## src/rtl/iowk_pkg.sv

```systemverilog
package iowk_pkg;
  localparam int DATA_W    = 32;
  localparam bit ADDR_CTRL = 1'b0;
  localparam bit ADDR_STAT = 1'b1;
  localparam int POS_CHAIN = 16;
  localparam int POS_IO    = 8;

  function automatic logic [DATA_W-1:0] pack_pair(input logic hi, input logic lo);
    logic [DATA_W-1:0] w;
    w = '0;
    w[POS_CHAIN] = hi;
    w[POS_IO]    = lo;
    return w;
  endfunction

  function automatic logic sticky_next(input logic cur, input logic set, input logic clr);
    return set | (cur & ~clr);
  endfunction
endpackage

```

## src/rtl/iowk_regs.sv

```systemverilog
module iowk_regs
  import iowk_pkg::*;
(
  input  logic              clk,
  input  logic              rst_n,
  input  logic              wr,
  input  logic              addr,
  input  logic [DATA_W-1:0] wdata,
  input  logic              busy,
  input  logic              pass_end,
  input  logic              wake_req,
  output logic              start,
  output logic              chain_dir,
  output logic              io_en,
  output logic [DATA_W-1:0] rdata
);
  logic stat_done, stat_src;
  logic ctrl_wr, stat_wr;
  logic unused_bits;

  assign ctrl_wr = wr && (addr == ADDR_CTRL);
  assign stat_wr = wr && (addr == ADDR_STAT);
  assign start   = ctrl_wr && (wdata[POS_CHAIN] != chain_dir) && !busy;
  assign unused_bits = ^wdata;

  always_ff @(posedge clk or negedge rst_n) begin
    if (!rst_n) begin
      chain_dir <= 1'b0;
      io_en     <= 1'b0;
      stat_done <= 1'b0;
      stat_src  <= 1'b0;
    end else begin
      if (start)   chain_dir <= wdata[POS_CHAIN];
      if (ctrl_wr) io_en     <= wdata[POS_IO];
      stat_done <= sticky_next(stat_done, pass_end, stat_wr && wdata[POS_CHAIN]);
      stat_src  <= sticky_next(stat_src,  wake_req, stat_wr && wdata[POS_IO]);
    end
  end

  assign rdata = (addr == ADDR_CTRL) ? pack_pair(chain_dir, io_en)
                                     : pack_pair(stat_done, stat_src);

  p_done_sets_r3: assert property (@(posedge clk) disable iff (!rst_n)
    pass_end |=> stat_done);
  p_done_w1c_r4: assert property (@(posedge clk) disable iff (!rst_n)
    (stat_wr && wdata[POS_CHAIN] && !pass_end) |=> !stat_done);
  p_busy_ignore_r7: assert property (@(posedge clk) disable iff (!rst_n)
    (busy && ctrl_wr) |=> $stable(chain_dir));
  p_src_follows_r10: assert property (@(posedge clk) disable iff (!rst_n)
    wake_req |=> stat_src);
endmodule

```

## src/rtl/iowk_chain.sv

```systemverilog
module iowk_chain #(
  parameter int NPADS = 8
) (
  input  logic             clk,
  input  logic             rst_n,
  input  logic             start,
  input  logic             dir,
  input  logic             step_en,
  output logic             busy,
  output logic             pass_end,
  output logic             live,
  output logic             clr_all,
  output logic [NPADS-1:0] armed
);
  logic [NPADS-1:0] token;
  logic             pass_dir;

  assign busy     = |token;
  assign pass_end = step_en && token[NPADS-1];
  assign clr_all  = pass_end && !pass_dir;

  always_ff @(posedge clk or negedge rst_n) begin
    if (!rst_n) begin
      pass_dir <= 1'b0;
      live     <= 1'b0;
    end else begin
      if (start) begin
        pass_dir <= dir;
        if (!dir) live <= 1'b0;
      end else if (pass_end && pass_dir) begin
        live <= 1'b1;
      end
    end
  end

  genvar i;
  generate
    for (i = 0; i < NPADS; i++) begin : g_stage
      logic tok_in;
      if (i == 0) begin : g_head
        assign tok_in = 1'b0;
      end else begin : g_link
        assign tok_in = token[i-1];
      end
      always_ff @(posedge clk or negedge rst_n) begin
        if (!rst_n) begin
          token[i] <= 1'b0;
          armed[i] <= 1'b0;
        end else if (start) begin
          token[i] <= (i == 0);
        end else if (step_en) begin
          token[i] <= tok_in;
          if (token[i]) armed[i] <= pass_dir;
        end
      end
    end
  endgenerate

  p_token_onehot_r3: assert property (@(posedge clk) disable iff (!rst_n)
    $onehot0(token));
  p_start_idle_r7: assert property (@(posedge clk) disable iff (!rst_n)
    start |-> !busy);
endmodule

```

## src/rtl/iowk_pad.sv

```systemverilog
module iowk_pad (
  input  logic clk,
  input  logic rst_n,
  input  logic evt,
  input  logic en,
  input  logic armed,
  input  logic live,
  input  logic clr,
  output logic lat
);
  always_ff @(posedge clk or negedge rst_n) begin
    if (!rst_n)                          lat <= 1'b0;
    else if (clr)                        lat <= 1'b0;
    else if (evt && en && armed && live) lat <= 1'b1;
  end

  p_no_latch_unarmed_r8: assert property (@(posedge clk) disable iff (!rst_n)
    (!lat && !(armed && live)) |=> !lat);
  p_no_latch_masked_r6: assert property (@(posedge clk) disable iff (!rst_n)
    (!lat && !en) |=> !lat);
  p_clear_r9: assert property (@(posedge clk) disable iff (!rst_n)
    clr |=> !lat);
endmodule

```

## src/rtl/iowk_chain_ctrl.sv

```systemverilog
module iowk_chain_ctrl
  import iowk_pkg::*;
#(
  parameter int NPADS = 8
) (
  input  logic              clk,
  input  logic              rst_n,
  input  logic              reg_wr,
  input  logic              reg_addr,
  input  logic [DATA_W-1:0] reg_wdata,
  output logic [DATA_W-1:0] reg_rdata,
  input  logic              step_en,
  input  logic [NPADS-1:0]  pad_evt,
  input  logic [NPADS-1:0]  pad_en,
  output logic              wake_req
);
  logic             start, chain_dir, io_en;
  logic             busy, pass_end, live, clr_all;
  logic [NPADS-1:0] armed, lat;

  iowk_regs u_regs (
    .clk(clk), .rst_n(rst_n), .wr(reg_wr), .addr(reg_addr), .wdata(reg_wdata),
    .busy(busy), .pass_end(pass_end), .wake_req(wake_req),
    .start(start), .chain_dir(chain_dir), .io_en(io_en), .rdata(reg_rdata)
  );

  iowk_chain #(.NPADS(NPADS)) u_chain (
    .clk(clk), .rst_n(rst_n), .start(start), .dir(reg_wdata[POS_CHAIN]),
    .step_en(step_en), .busy(busy), .pass_end(pass_end), .live(live),
    .clr_all(clr_all), .armed(armed)
  );

  genvar i;
  generate
    for (i = 0; i < NPADS; i++) begin : g_pad
      iowk_pad u_pad (
        .clk(clk), .rst_n(rst_n), .evt(pad_evt[i]), .en(pad_en[i]),
        .armed(armed[i]), .live(live), .clr(clr_all), .lat(lat[i])
      );
    end
  endgenerate

  assign wake_req = io_en && |(lat & pad_en);

  p_disarm_drops_r9: assert property (@(posedge clk) disable iff (!rst_n)
    clr_all |=> !wake_req);
endmodule

```

## config.mk

```make
export PLATFORM = sky130hd
export DESIGN_NAME = iowk_chain_ctrl
export DESIGN_NICKNAME = d
export VERILOG_FILES = /design/src/rtl/iowk_pkg.sv /design/src/rtl/iowk_regs.sv /design/src/rtl/iowk_chain.sv /design/src/rtl/iowk_pad.sv /design/src/rtl/iowk_chain_ctrl.sv
export SDC_FILE = /design/constraint.sdc
export NUM_CORES = 1
export LEC_CHECK = 0
export ABC_CLOCK_PERIOD_IN_PS = 3500
export BUFFER_PORTS_ARGS = -buffer_cell sky130_fd_sc_hd__buf_2
export CAP_MARGIN = 20
export CORE_ASPECT_RATIO = 1.1
export CORE_MARGIN = 2
export CORE_UTILIZATION = 48
export CTS_BUF_LIST = sky130_fd_sc_hd__clkbuf_4 sky130_fd_sc_hd__clkbuf_8
export DETAILED_ROUTE_END_ITERATION = 12
export PLACE_DENSITY = 0.87
export SLEW_MARGIN = 20
export SYNTH_ARGS = -nofsm -noshare
export SYNTH_HDL_FRONTEND = slang
export SYNTH_SLANG_ARGS = --single-unit
```

## constraint.sdc

```tcl
create_clock -name clk -period 3.5 [get_ports clk]
set_clock_uncertainty 0.05 [all_clocks]
set_input_delay 0.7 -clock clk [delete_from_list [all_inputs] [get_ports clk]]
set_output_delay 0.7 -clock clk [all_outputs]
set_load 0.01 [all_outputs]
```

==> run_results.csv, run 1 <==
group,metric,value,unit
status,status,"finished clean",
min_path,min_path_type,"input port to asynchronous set/reset pin",
clock_network,clock_latency,330,ps
cells_and_area,final_area,0.00156,sq mm
clock_network,tritoncts,"built",
timing,setup_viol,0,
cells_and_area,layout-drive-gt1-share,28.3,%
die,start_util,49.2,%
clock_network,cts.sink_count,29,
clock_network,cts_hold_buf,0,
die,die_h,61.9,um
detailed_routing,vias,986,
die,die_x,56.6,um
synthesis,yosysWarnings,0,
detailed_routing,vias_per_cell,4.93,
cells_and_area,seqCellArea,726,sq um
global_routing,grt_overflow,0,
synthesis,netlist_instances,138,
critical_path,crit_required,2750,ps
die,pin_count,86,
critical_path,cpMaxStageDelayCell,"a22oi_1",
power,power.share.sequential,52.3,%
clock_network,htreeDepth,2,
critical_path,worstPathMaxFanout,2,
detailed_routing,drc,0,
critical_path,path_cells,"buf_2 > a22oi_1 > a41oi_1 > buf_2",
timing,worst_pin_slew,610,ps
clock_network,path_clk_slew,90,ps
cells_and_area,n_fill_cell,268,
critical_path,crit_buf_inv,2,
timing,fmax,458,MHz
critical_path,worstSetupPathType,"input port to output port",
clock_network,clk_path_buf_depth,2,
cells_and_area,antenna-diode-count,0,
cells_and_area,syn_to_final_growth,6.93,%
critical_path,cp-start-kind,"input port",
timing,period_needed,2180,ps
critical_path,cp-end-kind,"output port",
synthesis,synth_area,0.00146,sq mm
power,p_sw_share,33.5,%
die,core_area,0.00297,sq mm
critical_path,cp_top_family,"compound AO/OA/AOI/OAI gates",
detailed_routing,wl_per_cell,12.1,um
detailed_routing,wl,2420,um
power,p_leak,0.785,nW
timing,slew_headroom,59.3,%
clock_network,cts_setup_buffers,0,
global_routing,grt_max_degree,30,
cells_and_area,nNetsFinal,218,
timing,timing.setup.tns,0,ps
placed_design,place_congestion,0.774,
power,p_per_area,749,mW/mm^2
timing,finalMaxSlewViolations,0,
detailed_routing,dr.first_iter.drc_count,32,
clock_network,cts_made_buffers,5,
critical_path,cp.arrival,1430,ps
clock_network,cts.repair.resized,0,
synthesis,ys_seq_area_share,49.7,%
critical_path,worst_path_largest_cell_delay,250,ps
power,peakVddDrop,385,uV
detailed_routing,ant_nets,0,
global_routing,antenna_found_initial,0,
placed_design,dp_hpwl,1850,um
power,power.share.clock,19.4,%
global_routing,grt_pass1_wl,3700,um
cells_and_area,multiInputGateArea,566,sq um
die,die-area,0.00350,sq mm
synthesis,syn_area_per_cell,10.6,sq um
placed_design,portBuffers,25,
timing,finalCritPeriodShare,62.3,%
synthesis,ys_ff_latch,29,
placed_design,placed_area,0.00149,sq mm
clock_network,cts_root_buf,"clkbuf_4",
timing,hold_viol,0,
timing,rsz0062_at_grt,"no",
global_routing,grt_pass1_vias,837,
die,rows,21,
synthesis,ys_types,24,
detailed_routing,firstDrtPassIters,4,
power,p_sw,0.000392,W
power,p_comb_share,28.4,%
global_routing,grt_usage,14.3,%
power,power.internal,0.000779,W
critical_path,crit_top_cell,"buf_2",
job,max_cap_violations,0,
## state kept, by name (all words and copies together), names as in the netlist
register and count:
u_regs.io_en 1, u_chain.live 1, u_chain.armed 8, g_pad.u_pad.lat 8, u_chain.g_stage.tok_in 7, u_regs.stat_src 1
u_chain.token 1, u_regs.stat_done 1, u_chain.pass_dir 1
## path summary, 6_finish.rpt
path,slack (ps),endpoint,startpoint,cells past startpoint
hold / removal,320,u_regs.stat_src$_DFF_PN0_,rst_n,1
hold reg to reg,440,u_regs.stat_done$_DFF_PN0_,u_regs.stat_done$_DFF_PN0_,2
setup reg to reg,2120,u_chain.pass_dir$_DFFE_PN0P_,u_chain.token[7]$_DFFE_PN0P_,3
min in group clk,440,u_regs.stat_done$_DFF_PN0_,u_regs.stat_done$_DFF_PN0_,2
setup / recovery,1320,wake_req,pad_en[4],4
max in group asynchronous,2670,u_chain.pass_dir$_DFFE_PN0P_,rst_n,1
## through the flow
step	power, W	cells	worst slack, ps	hold slack, ps	util, %
after global placement	0.000927	192	1330	406	50.3
after CTS	0.00118	200	1320	336	52.6
after global routing	0.00126	200	1250	353	52.6
after floorplan	0.000874	167	1650	354	-
after detailed placement	0.000951	192	1320	424	50.3
final	0.00117	200	1320	321	52.6
## cells by family (layout without fill, tap and decap cells)
logic type	Yosys count	count (layout)	share of synthesized area (%)
XOR/XNOR	1	1	0.599
flip-flops	29	29	49.7
buffers and inverters	43	42	19.1
multiplexers	9	9	7.19
AO/OA/AOI/OAI	26	26	12.7
other	1	30	0.257
AND/OR/NAND/NOR	29	29	10.5
## cell usage after synthesis
master	count	area share, %
nor4_2	1	0.86
nor2b_1	1	0.43
clkbuf_2	1	0.34
a21o_1	2	1.0
xnor2_1	1	0.60
nand2_1	12	3.1
nor2_1	9	2.3
nor4_4	1	1.5
a41oi_1	9	5.4
conb_1	1	0.26
o22a_2	1	0.68
a22oi_1	4	2.1
nand3b_1	1	0.51
and3_2	1	0.51
nand3_1	2	0.68
inv_1	9	2.3
buf_4	31	16
mux2_4	1	1.0
clkbuf_1	2	0.51
nand3_2	1	0.68
o21ai_0	9	3.1
o22ai_1	1	0.43
dfrtp_1	29	50
mux2_2	8	6.2
## layout by cell type (no fill, tap or decap), drive strengths merged
cell type   n
nor4        2
o21ai       9
o22ai       1
a22oi       4
clkbuf      7
nor2b       1
o22a        1
nand2      12
nand3b      1
dfrtp      29
buf        25
conb       30
a21o        2
inv         9
mux2        9
nor2        9
a41oi       9
nand3       3
clkinv      1
and3        1
xnor2       1
## metal layers
metal / wire [um] / share of wire, % / track usage [%] / vias up
met1: 985 / 41 / 15.3 / 466
li1: - / - / - / 468
met4: 82 / 3.4 / 9.18 / 0
met2: 1210 / 50 / 25.4 / 42
met3: 146 / 6.0 / 4.35 / 10
met5: 0 / 0 / 0 / -
## power by group through the flow
stage,logic (W),clock network (W),registers [W]
final,0.000332,0.000227,0.000612
after global routing,0.000378,0.000250,0.000634
after CTS,0.000334,0.000232,0.000612
after detailed placement,0.000333,0,0.000618
after global placement,0.000319,0,0.000608
after floorplan,0.000312,0,0.000562
## layout make-up
type                    count  share of cell area, %
flip-flops and latches     29                   46.4
multi-input cells          95                   36.2
repair buffers             25                   8.01
clock buffers               7                   4.16
well taps                  34                   2.72
inverters                   9                   2.16
clock inverters             1                  0.320
Power figures use the tool's default switching activity.
==> run 2: changes to the inputs <==
--- a/config.mk
+++ b/config.mk
@@ -5,15 +5,15 @@
 export SDC_FILE = /design/constraint.sdc
 export NUM_CORES = 1
 export LEC_CHECK = 0
-export ABC_CLOCK_PERIOD_IN_PS = 3500
+export ABC_CLOCK_PERIOD_IN_PS = 1800
 export BUFFER_PORTS_ARGS = -buffer_cell sky130_fd_sc_hd__buf_2
 export CAP_MARGIN = 20
 export CORE_ASPECT_RATIO = 1.1
 export CORE_MARGIN = 2
-export CORE_UTILIZATION = 48
+export CORE_UTILIZATION = 40
 export CTS_BUF_LIST = sky130_fd_sc_hd__clkbuf_4 sky130_fd_sc_hd__clkbuf_8
 export DETAILED_ROUTE_END_ITERATION = 12
-export PLACE_DENSITY = 0.87
+export PLACE_DENSITY = 0.77
 export SLEW_MARGIN = 20
 export SYNTH_ARGS = -nofsm -noshare
 export SYNTH_HDL_FRONTEND = slang
==> constraint.sdc (replaced) <==
create_clock -name clk -period 1.8 [get_ports clk]
set_clock_uncertainty 0.05 [all_clocks]
set_input_delay 0.36 -clock clk [delete_from_list [all_inputs] [get_ports clk]]
set_output_delay 0.36 -clock clk [all_outputs]
set_load 0.01 [all_outputs]
==> run 2 against run 1 <==
Compared with the run above:
- die area is 19% higher
- critical path depth fell by 1
- non-clock buffer count rose by 2
- global-route usage fell by 0.30 points
- clock power rose by 140%
- cell count up 8.5%
- power up 100%
- register-to-register slack got worse by 1700 ps
- worst hold slack got worse by 270 ps
- design area increased by 3.8%
- sequential cell count unchanged
- critical endpoint unchanged
- largest cell class unchanged
==> run_results.csv, run 2 (synthesis results as in run 1) <==
group,metric,value,unit
status,status,"finished clean",
cells_and_area,layout_common_cells,"conb_1 (30), dfrtp_1 (29), buf_2 (25)",
global_routing,grt.met3_usage,6.32,%
clock_network,cts_root_buf,"clkbuf_8",
die,pin_count,86,
timing,holdWs,49.1,ps
clock_network,path_clk_slew,60,ps
clock_network,cts.sink_count,29,
die,die-area,0.00415,sq mm
timing,rsz0062_at_grt,"no",
power,p_per_area,1470,mW/mm^2
critical_path,worst_path_largest_cell_delay,370,ps
die,die_h,67.4,um
global_routing,grt_overflow,0,
power,p_leak,0.802,nW
global_routing,grt_util_met2,22.4,%
cells_and_area,final_common_cell,"conb_1",
global_routing,grt_usage,14.0,%
cells_and_area,nNetsFinal,220,
clock_network,clock_latency,280,ps
timing,fmax,603,MHz
placed_design,dp_hpwl,1840,um
timing,slew_headroom,58.3,%
critical_path,r2r_setup_slack,450,ps
critical_path,cp-start-kind,"flip-flop",
die,rows,23,
global_routing,antenna_found_initial,0,
clock_network,cts_made_buffers,5,
critical_path,cp-end-kind,"output port",
job,max_cap_violations,0,
clock_network,cts_setup_buffers,0,
detailed_routing,ant_nets,0,
power,peakVddDrop,373,uV
critical_path,ff2ff_path_depth,3,
detailed_routing,wl_per_cell,10.9,um
timing,finalCritPeriodShare,92.1,%
clock_network,clk_path_buf_depth,2,
detailed_routing,dr.first_iter.drc_count,51,
timing,timing.setup.tns,0,ps
clock_network,htreeDepth,2,
global_routing,grt_pass1_wl,4060,um
die,die_x,61.6,um
detailed_routing,vias,958,
detailed_routing,vias_per_cell,4.41,
timing,setup_viol,0,
detailed_routing,wl,2370,um
critical_path,worstSetupPathType,"flip-flop to output port",
placed_design,place_congestion,0.711,
clock_network,cts_hold_buf,0,
critical_path,cpMaxStageDelayCell,"dfrtp_1",
cells_and_area,antenna-diode-count,0,
timing,worst_pin_slew,626,ps
critical_path,cp.arrival,1250,ps
die,core_area,0.00357,sq mm
global_routing,use_met1,15.6,%
placed_design,portBuffers,25,
critical_path,worstPathMaxFanout,2,
global_routing,grt_pass1_vias,903,
min_path,min_path_type,"input port to asynchronous set/reset pin",
timing,hold_viol,0,
detailed_routing,firstDrtPassIters,4,
cells_and_area,syn_to_final_growth,11.0,%
critical_path,crit_required,1390,ps
cells_and_area,layout-drive-gt1-share,29.3,%
critical_path,path_cells,"a22oi_1 > a41oi_1 > buf_2",
timing,finalMaxSlewViolations,0,
placed_design,place_ws,292,ps
detailed_routing,drc,0,
die,start_util,41.0,%
global_routing,grt_max_degree,30,
global_routing,grt_busiest_layer,"met2",
timing,setup_ws,143,ps
clock_network,tritoncts,"built",
timing,period_needed,1660,ps
-- run 2: metal layers --
metal | up-vias | share of wire, %
li1 | 472 | -
met1 | 449 | 41
met2 | 33 | 51
met3 | 4 | 6.1
met4 | 0 | 2.2
met5 | - | 0
-- run 2: layout make-up --
cell class                 instances  area, sq um
clock buffer                       7         90.1
fill                             345         1950
inverter                           9         33.8
multi-input combinational         95          571
sequential                        29          726
tap                               50         62.6
timing repair buffer              27          140
-- run 2: worst paths after layout --
| kind | startpoint | to |
|---|---|---|
| max reg2reg | u_chain.g_stage[7].tok_in$_DFFE_PN0P_ | u_chain.pass_dir$_DFFE_PN0P_ |
| min in group clk | reg_wdata[8] | u_regs.io_en$_DFFE_PN0P_ |
| min | rst_n | u_regs.io_en$_DFFE_PN0P_ |
| max | g_pad[2].u_pad.lat$_DFFE_PN0P_ | wake_req |
| max in group asynchronous | rst_n | u_chain.g_stage[6].tok_in$_DFFE_PN0P_ |
| min reg2reg | u_regs.stat_done$_DFF_PN0_ | u_regs.stat_done$_DFF_PN0_ |
-- run 2: through the flow --
stage / power [W] / cell area (sq um) / instances / utilization, %
6_report: 0.00238 / 1620 / 217 / 45.5
5_1_grt: 0.00258 / 1620 / 217 / 45.5
4_1_cts: 0.00241 / 1620 / 217 / 45.3
3_5_place_dp: 0.00187 / 1530 / 210 / 42.8
3_3_place_gp: 0.00183 / 1530 / 210 / 42.8
2_1_floorplan: 0.00170 / 1570 / 167 / -
-- run 2: worst max-delay path: cells and delay by family (launching register included) --
family	cells	cell delay [ps]
flops	1	370
compound gates	2	410
buf+inv	1	180
-- run 2: repair_timing --
action | in CTS | in global routing
endpoints found under the setup margin | 0 | 1
hold endpoints to repair | 0 | 0
resized for setup | 0 | 1
-- run 2: power breakdown --
group / internal, W / switching (W)
clock network: 0.000317 / 0.000218
logic: 0.000373 / 0.000321
registers: 0.000939 / 0.000213
total: 0.00163 / 0.000752
